[src/rtl/ic_pkg.sv]
package ic_pkg;
    localparam int ADR_VEC       = 0;
    localparam int ADR_GLOBAL_EN = 1;
    localparam int ADR_MODULE_EN = 2;
    localparam int ADR_FLAG_BASE = 8;
    localparam int ADR_IEN_BASE  = 16;
endpackage

[src/rtl/ic_src_bank.sv]
module ic_src_bank #(
    parameter int N_SRC = 4,
    parameter bit SYNC  = 1'b0
) (
    input  logic             clk,
    input  logic             rst_n,
    input  logic [N_SRC-1:0] evt_i,
    input  logic             flag_wr_i,
    input  logic             ien_wr_i,
    input  logic [N_SRC-1:0] wdata_i,
    input  logic             men_i,
    output logic [N_SRC-1:0] flags_o,
    output logic [N_SRC-1:0] ien_o,
    output logic             pend_o
);
    typedef struct packed {
        logic [N_SRC-1:0] flags;
        logic [N_SRC-1:0] ien;
        logic             pend;
    } bank_st_t;

    bank_st_t         st_d, st_q;
    logic [N_SRC-1:0] clr_mask;
    logic             pend_now;

    always_comb begin
        clr_mask = flag_wr_i ? wdata_i : '0;
        pend_now = (|(st_q.flags & st_q.ien)) & men_i;
        st_d       = st_q;
        st_d.flags = (st_q.flags & ~clr_mask) | evt_i;
        if (ien_wr_i) st_d.ien = wdata_i;
        st_d.pend  = pend_now;
    end

    always_ff @(posedge clk) begin
        if (!rst_n) st_q <= '0;
        else        st_q <= st_d;
    end

    assign flags_o = st_q.flags;
    assign ien_o   = st_q.ien;
    assign pend_o  = SYNC ? st_q.pend : pend_now;

    AST_EVT_SETS_FLAG: assert property (@(posedge clk) disable iff (!rst_n)
        $past(rst_n) |-> ((st_q.flags & $past(evt_i)) == $past(evt_i)));

    AST_FLAG_STICKY: assert property (@(posedge clk) disable iff (!rst_n)
        $past(rst_n) |-> ((st_q.flags & ($past(st_q.flags) & ~$past(clr_mask)))
                          == ($past(st_q.flags) & ~$past(clr_mask))));
endmodule

[src/rtl/ic_irq_ctrl.sv]
module ic_irq_ctrl
    import ic_pkg::*;
#(
    parameter int          N_MOD     = 4,
    parameter int          N_SRC     = 4,
    parameter int          DATA_W    = 16,
    parameter int          ADDR_W    = 5,
    parameter logic [7:0]  SYNC_MODS = 8'b0000_1100
) (
    input  logic                   clk,
    input  logic                   rst_n,
    input  logic [N_MOD*N_SRC-1:0] evt_i,
    input  logic                   wr_en_i,
    input  logic [ADDR_W-1:0]      wr_addr_i,
    input  logic [DATA_W-1:0]      wr_data_i,
    input  logic [ADDR_W-1:0]      rd_addr_i,
    output logic [DATA_W-1:0]      rd_data_o,
    output logic                   irq_o,
    output logic [DATA_W-1:0]      vector_o,
    output logic [N_MOD-1:0]       ident_o
);
    localparam logic [ADDR_W-1:0] A_VEC = ADDR_W'(ADR_VEC);
    localparam logic [ADDR_W-1:0] A_GEN = ADDR_W'(ADR_GLOBAL_EN);
    localparam logic [ADDR_W-1:0] A_MEN = ADDR_W'(ADR_MODULE_EN);

    typedef struct packed {
        logic [DATA_W-1:0] vec;
        logic              glob;
        logic [N_MOD-1:0]  men;
        logic              irq;
        logic [N_MOD-1:0]  ident;
    } top_st_t;

    top_st_t                     st_d, st_q;
    logic [N_MOD-1:0][N_SRC-1:0] flags_w, ien_w;
    logic [N_MOD-1:0]            pend_w, flag_wr, ien_wr;

    for (genvar m = 0; m < N_MOD; m++) begin : g_mod
        assign flag_wr[m] = wr_en_i && (wr_addr_i == ADDR_W'(ADR_FLAG_BASE + m));
        assign ien_wr[m]  = wr_en_i && (wr_addr_i == ADDR_W'(ADR_IEN_BASE + m));

        ic_src_bank #(.N_SRC(N_SRC), .SYNC(SYNC_MODS[m])) u_bank (
            .clk      (clk),
            .rst_n    (rst_n),
            .evt_i    (evt_i[m*N_SRC +: N_SRC]),
            .flag_wr_i(flag_wr[m]),
            .ien_wr_i (ien_wr[m]),
            .wdata_i  (wr_data_i[N_SRC-1:0]),
            .men_i    (st_q.men[m]),
            .flags_o  (flags_w[m]),
            .ien_o    (ien_w[m]),
            .pend_o   (pend_w[m])
        );
    end

    always_comb begin
        st_d = st_q;
        if (wr_en_i && wr_addr_i == A_VEC) st_d.vec  = wr_data_i;
        if (wr_en_i && wr_addr_i == A_GEN) st_d.glob = wr_data_i[0];
        if (wr_en_i && wr_addr_i == A_MEN) st_d.men  = wr_data_i[N_MOD-1:0];
        st_d.ident = pend_w;
        st_d.irq   = st_q.glob & (|pend_w);
    end

    always_ff @(posedge clk) begin
        if (!rst_n) st_q <= '0;
        else        st_q <= st_d;
    end

    always_comb begin
        rd_data_o = '0;
        if (rd_addr_i == A_VEC) rd_data_o = st_q.vec;
        if (rd_addr_i == A_GEN) rd_data_o[0] = st_q.glob;
        if (rd_addr_i == A_MEN) rd_data_o[N_MOD-1:0] = st_q.men;
        for (int m = 0; m < N_MOD; m++) begin
            if (rd_addr_i == ADDR_W'(ADR_FLAG_BASE + m)) rd_data_o[N_SRC-1:0] = flags_w[m];
            if (rd_addr_i == ADDR_W'(ADR_IEN_BASE + m))  rd_data_o[N_SRC-1:0] = ien_w[m];
        end
    end

    assign irq_o    = st_q.irq;
    assign vector_o = st_q.vec;
    assign ident_o  = st_q.ident;

    AST_IRQ_NEEDS_GLOBAL: assert property (@(posedge clk) disable iff (!rst_n)
        ($past(rst_n) && irq_o) |-> $past(st_q.glob));

    AST_IRQ_HAS_SOURCE: assert property (@(posedge clk) disable iff (!rst_n)
        irq_o |-> (ident_o != '0));

    AST_VEC_ONLY_ON_WRITE: assert property (@(posedge clk) disable iff (!rst_n)
        ($past(rst_n) && !($past(wr_en_i) && $past(wr_addr_i) == A_VEC)) |-> $stable(vector_o));
endmodule

[config.mk]
export PLATFORM = sky130hd
export DESIGN_NAME = ic_irq_ctrl
export DESIGN_NICKNAME = d
export VERILOG_FILES = /design/src/rtl/ic_pkg.sv /design/src/rtl/ic_src_bank.sv /design/src/rtl/ic_irq_ctrl.sv
export SDC_FILE = /design/constraint.sdc
export NUM_CORES = 1
export LEC_CHECK = 0
export BUFFER_PORTS_ARGS = -buffer_cell sky130_fd_sc_hd__buf_2
export CAP_MARGIN = 20
export CORE_MARGIN = 2
export CORE_UTILIZATION = 30
export CTS_CLUSTER_SIZE = 14
export DETAILED_ROUTE_END_ITERATION = 8
export PLACE_DENSITY_LB_ADDON = 0.05
export SYNTH_ARGS = -nofsm -noshare
export SYNTH_HDL_FRONTEND = slang
export SYNTH_SLANG_ARGS = --single-unit
[constraint.sdc]
create_clock -name clk -period 3.9 [get_ports clk]
set_clock_uncertainty 0.2 [all_clocks]
set_input_delay 0.975 -clock clk [delete_from_list [all_inputs] [get_ports clk]]
set_output_delay 0.975 -clock clk [all_outputs]
set_load 0.005 [all_outputs]
==> results of run 1 <==
[routing by layer]
| metal | part of all wire | GRT usage |
|---|---|---|
| met5 | 0 | 0 |
| met2 | 0.45 | 0.2516 |
| met3 | 0.050 | 0.02943 |
| met1 | 0.49 | 0.2390 |
| met4 | 0.013 | 0.06772 |
[kinds of logic (layout without fill, tap and decap cells)]
| group | Yosys count | in the layout | share of synthesized area |
|---|---|---|---|
| AOI/OAI and AO/OA | 100 | 100 | 0.2201 |
| buffers and inverters | 51 | 107 | 0.09080 |
| DFF | 60 | 60 | 0.3806 |
| muxes | 8 | 8 | 0.02617 |
| and+or+nand+nor | 178 | 178 | 0.2823 |
[cells in the mapped netlist, drive strengths merged (6+ instances only)]
library cell	count	area share
nand3	18	0.029
and2	20	0.040
o21ai	11	0.017
nor2b	27	0.054
nand2	84	0.10
nor2	11	0.013
buf	32	0.068
a21oi	22	0.035
dfxtp	60	0.38
clkbuf	16	0.019
mux2i	6	0.019
a21boi	33	0.079
a22oi	10	0.025
[where the power goes]
group / internal, mW / switching [mW] / total (mW)
clock network: 0.243 / 0.250 / 0.493
logic: 0.0582 / 0.0756 / 0.134
registers: 0.627 / 0.0148 / 0.642
total: 0.929 / 0.340 / 1.27
[through the flow]
step	hold slack, ps	util	power (mW)	cells	area [µm²]
floorplan	225.2	-	0.7310	397	3156
global placement	248.8	0.3426	0.7901	573	3521
detailed placement	255.3	0.3426	0.7907	573	3521
CTS	265.7	0.3590	1.290	589	3690
global route	284.7	0.3590	1.327	589	3690
finish	262.8	0.3590	1.269	589	3690
[worst reg2reg max path, cell delays in order, from the launching register on]
cell and delay [ps]:
dfxtp_1 350, a22oi_1 200, nand2_1 130, a22o_1 210, o311a_1 290
[sequential cells by signal (all words and copies together) (netlist names)]
register,count
g_mod.u_bank.pend_o,2
vector_o,16
g_mod.u_bank.flags_o,16
st_q,5
irq_o,1
g_mod.u_bank.ien_o,16
ident_o,4
[final cells by class]
cell class                      instances  share of cell area
Multi-Input combinational cell        286              0.4554
Sequential cell                        60              0.3255
Timing Repair Buffer                   88              0.1241
Tap cell                              136             0.04612
Clock buffer                           11             0.03832
Clock inverter                          5            0.007460
Inverter                                3            0.003052
[how the worst max path moves through the flow]
stage / slack (ps) / to / start / cells past startpoint
floorplan: 590 / rd_data_o[0] / rd_addr_i[0] / 5
global placement: 200 / rd_data_o[0] / rd_addr_i[3] / 7
detailed placement: 200 / rd_data_o[0] / rd_addr_i[3] / 7
CTS: 190 / rd_data_o[0] / rd_addr_i[3] / 7
global route: 130 / rd_data_o[0] / rd_addr_i[3] / 7
finish: 220 / rd_data_o[0] / rd_addr_i[3] / 7
==> metrics.txt, run 1 <==
FF-to-FF Start g_mod[0].u_bank.flags_o[2]; CP Class in -> out; Post-synth top flop dfxtp_1; mapped cell area 0.003156 mm²; Post-Syn Nets 442; CTS tree done; TritonCTS Buffers 9; Post-synth EDFFs 0; crit-path max FO 15; Max Slew Vio Count 0; syn avg cell area 7.948 µm²; r2r setup slk 2410 ps; Tcrit/Tclk final 0.9441; DR vias/cell 4.912; final worst path period need 3682 ps; sequential area share after synthesis 0.3807; worst r2r dst irq_o; first-pass GRT wire length 14680 µm; hold-critical path depth 2; Hold Path Origin vector_o[4]; setup ws final 217.8 ps; worst vdd ir 0.0001331 V; fillcell total 1119; Die Height 106.6 µm; Diodes inserted 0; max-cap viol count 0; pin count of the biggest net entering global routing 61; DP Worst Slack 204.6 ps; worst skew pair latency 340 ps; vias in the first global route 2728; Hold Path Sink vector_o[4]; crit start category input port; Reg2Reg Depth 4; gr usage total 0.1685; commonest non-fill, non-tap cell in the layout nand2_1; Routed Antenna Nets 0; critical path, cell by cell buf_2, or3b_1, a211oi_2, o32ai_1, a221o_1, a22oi_2, buf_2; I/O Buffers 81; Setup crit end kind output port; Setup Viol. Count Final 0; Post-CTS Repair Setup Buffers 0; final net count 493; CP required 2720 ps; clk buf depth 2; RSZ-0062 raised after global routing false; most frequent cells in the layout nand2_1, buf_2, dfxtp_1; 1st-iter DRT viols 130; slowest cell on the critical path or3b_1; Detailed Place HPWL 6797 µm; Initial Util 0.3070; Pwr Density 343.9 mW/mm²; DIE AREA 0.01136 mm²; Top cell by count, worst path buf_2; worst slew pin tran 922.8 ps; Slew HR 0.3848; Ports 82; Placement Rows 37; initial antenna violation count 0; cts repair resizes 0; min-delay worst type reg -> reg; crit-path max cell delay 380 ps; setup TNS 0 ps; DRT Wirelength 9361 µm; GPL Wtd Cong 0.9212; TritonRoute pass-1 iters 5; layout cells sized above 1 0.2450; Die X 106.6 µm; clk sinks 60; delay-heaviest family, CP compound AO/OA/AOI/OAI gates; CTS clk-pin slew, worst paths 70 ps; multi-input logic area 0.001680 mm²; Achievable Freq 0.2716 GHz; Core Region 0.01028 mm²; synth warn 0; # DRC 0; Post-synth ARST share 0; #FFs+latches synth 60; Root Driver clkbuf_8; total grt overflow 0; CP arrival 2510 ps; Pleak 1.468 nW; WP buf/inv 2; Reg area 0.001201 mm²; area grow syn2layout 16.93%; Via Count 2893; H-tree depth 3; status complete, no violations; # hold bufs at CTS 0; WL/cell 15.89 µm; final hold vios 0; cell count after synthesis 397; Unique masters post-synth 45
Note: power is estimated with default switching activity, not from simulation.
==> run 2: changes to the inputs <==
--- a/config.mk
+++ b/config.mk
@@ -9,6 +9,7 @@
 export CAP_MARGIN = 20
 export CORE_MARGIN = 2
 export CORE_UTILIZATION = 30
+export CTS_BUF_LIST = sky130_fd_sc_hd__clkbuf_2 sky130_fd_sc_hd__clkbuf_4 sky130_fd_sc_hd__clkbuf_8
 export CTS_CLUSTER_SIZE = 14
 export DETAILED_ROUTE_END_ITERATION = 8
 export PLACE_DENSITY_LB_ADDON = 0.05
==> metrics.txt, run 2 (same netlist as run 1, synthesis figures left out) <==
Achievable Freq 0.2716 GHz (unchanged); CP arrival 2510 ps (about the same); non-filler instance count after layout 589 (unchanged); Slew HR 0.3848 (unchanged); TritonCTS Buffers 9 (unchanged); gr usage total 0.1685 (unchanged); Initial Util 0.3070 (unchanged); # DRC 0 (unchanged); Pwr Density 345.5 mW/mm² (+0.45%); CP Class in -> out; Tcrit/Tclk final 0.9441 (unchanged); DIE AREA 0.01136 mm² (unchanged); Root Driver clkbuf_8; setup TNS 0 ps (unchanged); # hold bufs at CTS 0 (unchanged); TritonRoute pass-1 iters 5 (unchanged); WP buf/inv 2 (unchanged); commonest non-fill, non-tap cell in the layout nand2_1; Top cell by count, worst path buf_2; crit start category input port; Max Slew Vio Count 0 (unchanged); Routed Antenna Nets 0 (unchanged); status complete, no violations; Placement Rows 37 (unchanged); final worst path period need 3682 ps (unchanged); DRT Wirelength 9362 µm (about the same); I/O Buffers 81 (unchanged); min-delay worst type reg -> reg; Setup Viol. Count Final 0 (unchanged); Setup crit end kind output port; CTS tree done; H-tree depth 3 (unchanged); Die X 106.6 µm (unchanged); area grow syn2layout 17.05%; Post-Place Cells 573 (unchanged); 1st-iter DRT viols 130 (unchanged); worst skew pair latency 340 ps (about the same); clk sinks 60 (unchanged); pin count of the biggest net entering global routing 61 (unchanged); CP required 2720 ps (about the same); Via Count 2893 (unchanged); worst vdd ir 0.0001331 V (unchanged); total grt overflow 0 (unchanged); vias in the first global route 2728 (unchanged); cts repair resizes 0 (unchanged); Die Height 106.6 µm (unchanged); WL/cell 15.89 µm (about the same); critical path, cell by cell buf_2, or3b_1, a211oi_2, o32ai_1, a221o_1, a22oi_2, buf_2; Post-CTS Repair Setup Buffers 0 (unchanged); crit-path max FO 15 (unchanged); crit-path max cell delay 380 ps (about the same); layout cells sized above 1 0.2472 (+0.002208); initial antenna violation count 0 (unchanged); worst slew pin tran 922.8 ps (unchanged); final hold vios 0 (unchanged); most frequent cells in the layout nand2_1, buf_2, dfxtp_1; first-pass GRT wire length 14680 µm (unchanged); Core Region 0.01028 mm² (unchanged); RSZ-0062 raised after global routing false; Diodes inserted 0 (unchanged); DR vias/cell 4.912 (unchanged); clk buf depth 2 (unchanged); max-cap viol count 0 (unchanged); final net count 493 (unchanged); delay-heaviest family, CP compound AO/OA/AOI/OAI gates; CTS clk-pin slew, worst paths 70 ps (about the same); slowest cell on the critical path or3b_1; GPL Wtd Cong 0.9212 (unchanged); Detailed Place HPWL 6797 µm (unchanged); Ports 82 (unchanged); Pleak 1.471 nW (+0.23%)
==> run 2: cell count changes in the layout (fill, tap and decap cells not counted) <==
cell      delta
clkbuf_4     +1
clkbuf_1     -1
==> run 2: path summary, 6_finish.rpt <==
| path | startpoint | end | slack [ps] | depth (start not counted) |
|---|---|---|---|---|
| hold / removal | vector_o[4] | vector_o[4] | 260 | 2 |
| setup / recovery | rd_addr_i[3] | rd_data_o[0] | 220 | 7 |
| hold reg to reg | vector_o[4] | vector_o[4] | 260 | 2 |
| setup reg to reg | g_mod[0].u_bank.flags_o[2] | irq_o | 2410 | 4 |
==> run 2: routing by layer <==
metal	vias up	global-route usage	wire length, µm
met5	-	0	0
li1	1449	-	-
met1	1356	0.2390	4566
met4	0	0.06772	126
met3	10	0.02943	470
met2	78	0.2516	4198
==> run 2: final cells by class <==
| cell class | instances | area, µm² |
|---|---|---|
| clock buffers | 11 | 145.1 |
| clock inverters | 5 | 27.53 |
| fillers | 1120 | 6584 |
| inverters | 3 | 11.26 |
| multi-input cells | 286 | 1680 |
| flip-flops and latches | 60 | 1201 |
| well taps | 136 | 170.2 |
| repair buffers | 88 | 457.9 |
==> run 2: per-stage QoR <==
step / utilization / instance area (µm²) / power, mW / setup slack [ps] / hold WS (ps)
finish: 0.3594 / 3694 / 1.276 / 217.8 / 262.8
global placement: 0.3426 / 3521 / 0.7901 / 198.9 / 248.8
floorplan: - / 3156 / 0.7310 / 590.5 / 225.2
global route: 0.3594 / 3694 / 1.334 / 127.2 / 284.7
CTS: 0.3594 / 3694 / 1.297 / 193.8 / 265.7
detailed placement: 0.3426 / 3521 / 0.7907 / 204.6 / 255.3
==> run 2: tightest hold or removal path: cells and delay by family (launching register included) <==
kind	cells	cell delay, ps
flip-flops	1	320
AND/OR/NAND/NOR	1	50
AO/OA/AOI/OAI	1	50
==> run 2: where the power goes <==
part | switching, mW | internal (mW) | leakage (nW) | total [mW]
combinational | 0.0756 | 0.0582 | 0.890 | 0.134
sequential | 0.0148 | 0.627 | 0.489 | 0.642
clock | 0.250 | 0.250 | 0.0923 | 0.500
total | 0.340 | 0.936 | 1.47 | 1.28
==> run 3: changes to the inputs <==
--- a/config.mk
+++ b/config.mk
@@ -7,6 +7,8 @@
 export LEC_CHECK = 0
 export BUFFER_PORTS_ARGS = -buffer_cell sky130_fd_sc_hd__buf_2
 export CAP_MARGIN = 20
+export CELL_PAD_IN_SITES_DETAIL_PLACEMENT = 1
+export CELL_PAD_IN_SITES_GLOBAL_PLACEMENT = 1
 export CORE_MARGIN = 2
 export CORE_UTILIZATION = 30
 export CTS_BUF_LIST = sky130_fd_sc_hd__clkbuf_2 sky130_fd_sc_hd__clkbuf_4 sky130_fd_sc_hd__clkbuf_8
==> metrics.txt, run 3 (same netlist as run 1, synthesis figures left out) <==
clk buf depth 2 (unchanged); Setup crit end kind output port; DR vias/cell 4.983 (+1.5%); sw power 342.7 µW (+0.74%); setup TNS 0 ps (unchanged); Pleak 1.504 nW (+2.3%); I/O Buffers 81 (unchanged); Hold Path Origin g_mod[3].u_bank.pend_o; Via Count 2940 (+1.6%); Die X 106.6 µm (unchanged); Initial Util 0.3070 (unchanged); # DRC 0 (unchanged); Post-Place Cells 574 (+0.17%); Internal Power 1.132 mW (+21%); layout cells sized above 1 0.2489 (+0.001658); Pwr Density 391.0 mW/mm² (+13%); commonest non-fill, non-tap cell in the layout nand2_1; Tcrit/Tclk final 0.9539 (+0.009748); DRT Wirelength 10110 µm (+8.0%); area grow syn2layout 19.55%; max-cap viol count 0 (unchanged); hold-critical path depth 1 (-1); Ports 82 (unchanged); vias in the first global route 2959 (+8.5%); TritonCTS Buffers 9 (unchanged); final worst path period need 3720 ps (+38.02 ps); min-delay worst type reg -> reg; Reg2Reg Depth 4 (unchanged); setup ws final 179.8 ps (-38.02 ps); worst vdd ir 0.0001261 V (-5.3%); CTS tree done; Comb pwr share 0.092 (-0.013); crit start category input port; Diodes inserted 0 (unchanged); H-tree depth 3 (unchanged); DIE AREA 0.01136 mm² (unchanged); crit-path max FO 11 (-4); first-pass GRT wire length 16290 µm (+11%); gr usage total 0.1875 (+0.01898); Final Util 0.3671 (+0.007670); most frequent cells in the layout nand2_1, buf_2, dfxtp_1; total grt overflow 0 (unchanged); clk sinks 60 (unchanged); Hold Worst Slack 261.2 ps (-1.544 ps); worst skew pair latency 350 ps (about the same); RSZ-0062 raised after global routing false; CP required 2720 ps (about the same); CP Class in -> out; GPL Wtd Cong 0.8410 (-8.7%); DP Worst Slack 212.7 ps (+8.076 ps); WL/cell 17.13 µm (+7.8%); final hold vios 0 (unchanged); total power 1.475 mW (+16%); 1st-iter DRT viols 88 (-32%); CTS clk-pin slew, worst paths 70 ps (about the same); Reg area 0.001201 mm² (unchanged); worst r2r dst irq_o; # hold bufs at CTS 0 (unchanged); fillcell total 1297 (+16%); cts repair resizes 0 (unchanged); worst slew pin tran 853.0 ps (-69.74 ps); Core Region 0.01028 mm² (unchanged); non-filler instance count after layout 590 (+0.17%); Post-CTS Repair Setup Buffers 0 (unchanged); Slew HR 0.4301 (+0.04526); Setup Viol. Count Final 0 (unchanged); switching part of the total power 0.2323 (-0.03425); Detailed Place HPWL 7351 µm (+8.1%); Clock power frac 0.472 (+0.080); multi-input logic area 0.001680 mm² (unchanged); CP arrival 2550 ps (+40 ps); Finished Cell Area 0.003772 mm² (+2.1%); FF-to-FF Start g_mod[1].u_bank.flags_o[2]; Achievable Freq 0.2688 GHz (-1.0%); Placement Rows 37 (unchanged); Hold Path Sink ident_o[3]; Die Height 106.6 µm (unchanged); sequential share of power 0.436 (-0.067); pin count of the biggest net entering global routing 43 (-30%); Root Driver clkbuf_8; final net count 494 (+0.20%); TritonRoute pass-1 iters 4 (-1); placed cell area 0.003528 mm² (+0.21%); Max Slew Vio Count 0 (unchanged); r2r setup slk 2430 ps (+20 ps); initial antenna violation count 0 (unchanged); status complete, no violations; Routed Antenna Nets 0 (unchanged)
## run 3: final cells by class
class / instances / area share
inverter: 3 / 0.002985
clock buffer: 12 / 0.03881
tap: 136 / 0.04511
multi-input combinational: 286 / 0.4454
timing repair buffer: 89 / 0.1234
clock inverter: 4 / 0.02587
sequential: 60 / 0.3184
## run 3: worst max-delay path by stage
stage	start	to	slack, ps	cells past startpoint
after floorplan	rd_addr_i[0]	rd_data_o[0]	590	5
after global placement	rd_addr_i[4]	rd_data_o[0]	280	7
after detailed placement	rd_addr_i[4]	rd_data_o[0]	210	7
after CTS	rd_addr_i[4]	rd_data_o[0]	200	7
after global routing	rd_addr_i[4]	rd_data_o[0]	50	7
final	rd_addr_i[4]	rd_data_o[0]	180	7
## run 3: power by group through the flow
stage	Sequential [mW]	Clock [mW]	Combinational (mW)
after floorplan	0.649	0	0.0818
after global placement	0.658	0	0.134
after detailed placement	0.658	0	0.136
after CTS	0.643	0.717	0.137
after global routing	0.645	0.746	0.152
final	0.643	0.696	0.136
## run 3: metal layers
layer	track usage	wire (µm)	vias up
met3	0.03679	428	10
met4	0.05937	113	0
met5	0	0	-
met2	0.3048	4643	77
li1	-	-	1453
met1	0.2494	4921	1400
## run 3: worst max-delay path: stages
cell	delay (ps)
buf_2	180
nor2b_1	470
and2_1	260
a31oi_1	60
a221o_1	310
a22oi_2	150
buf_2	130
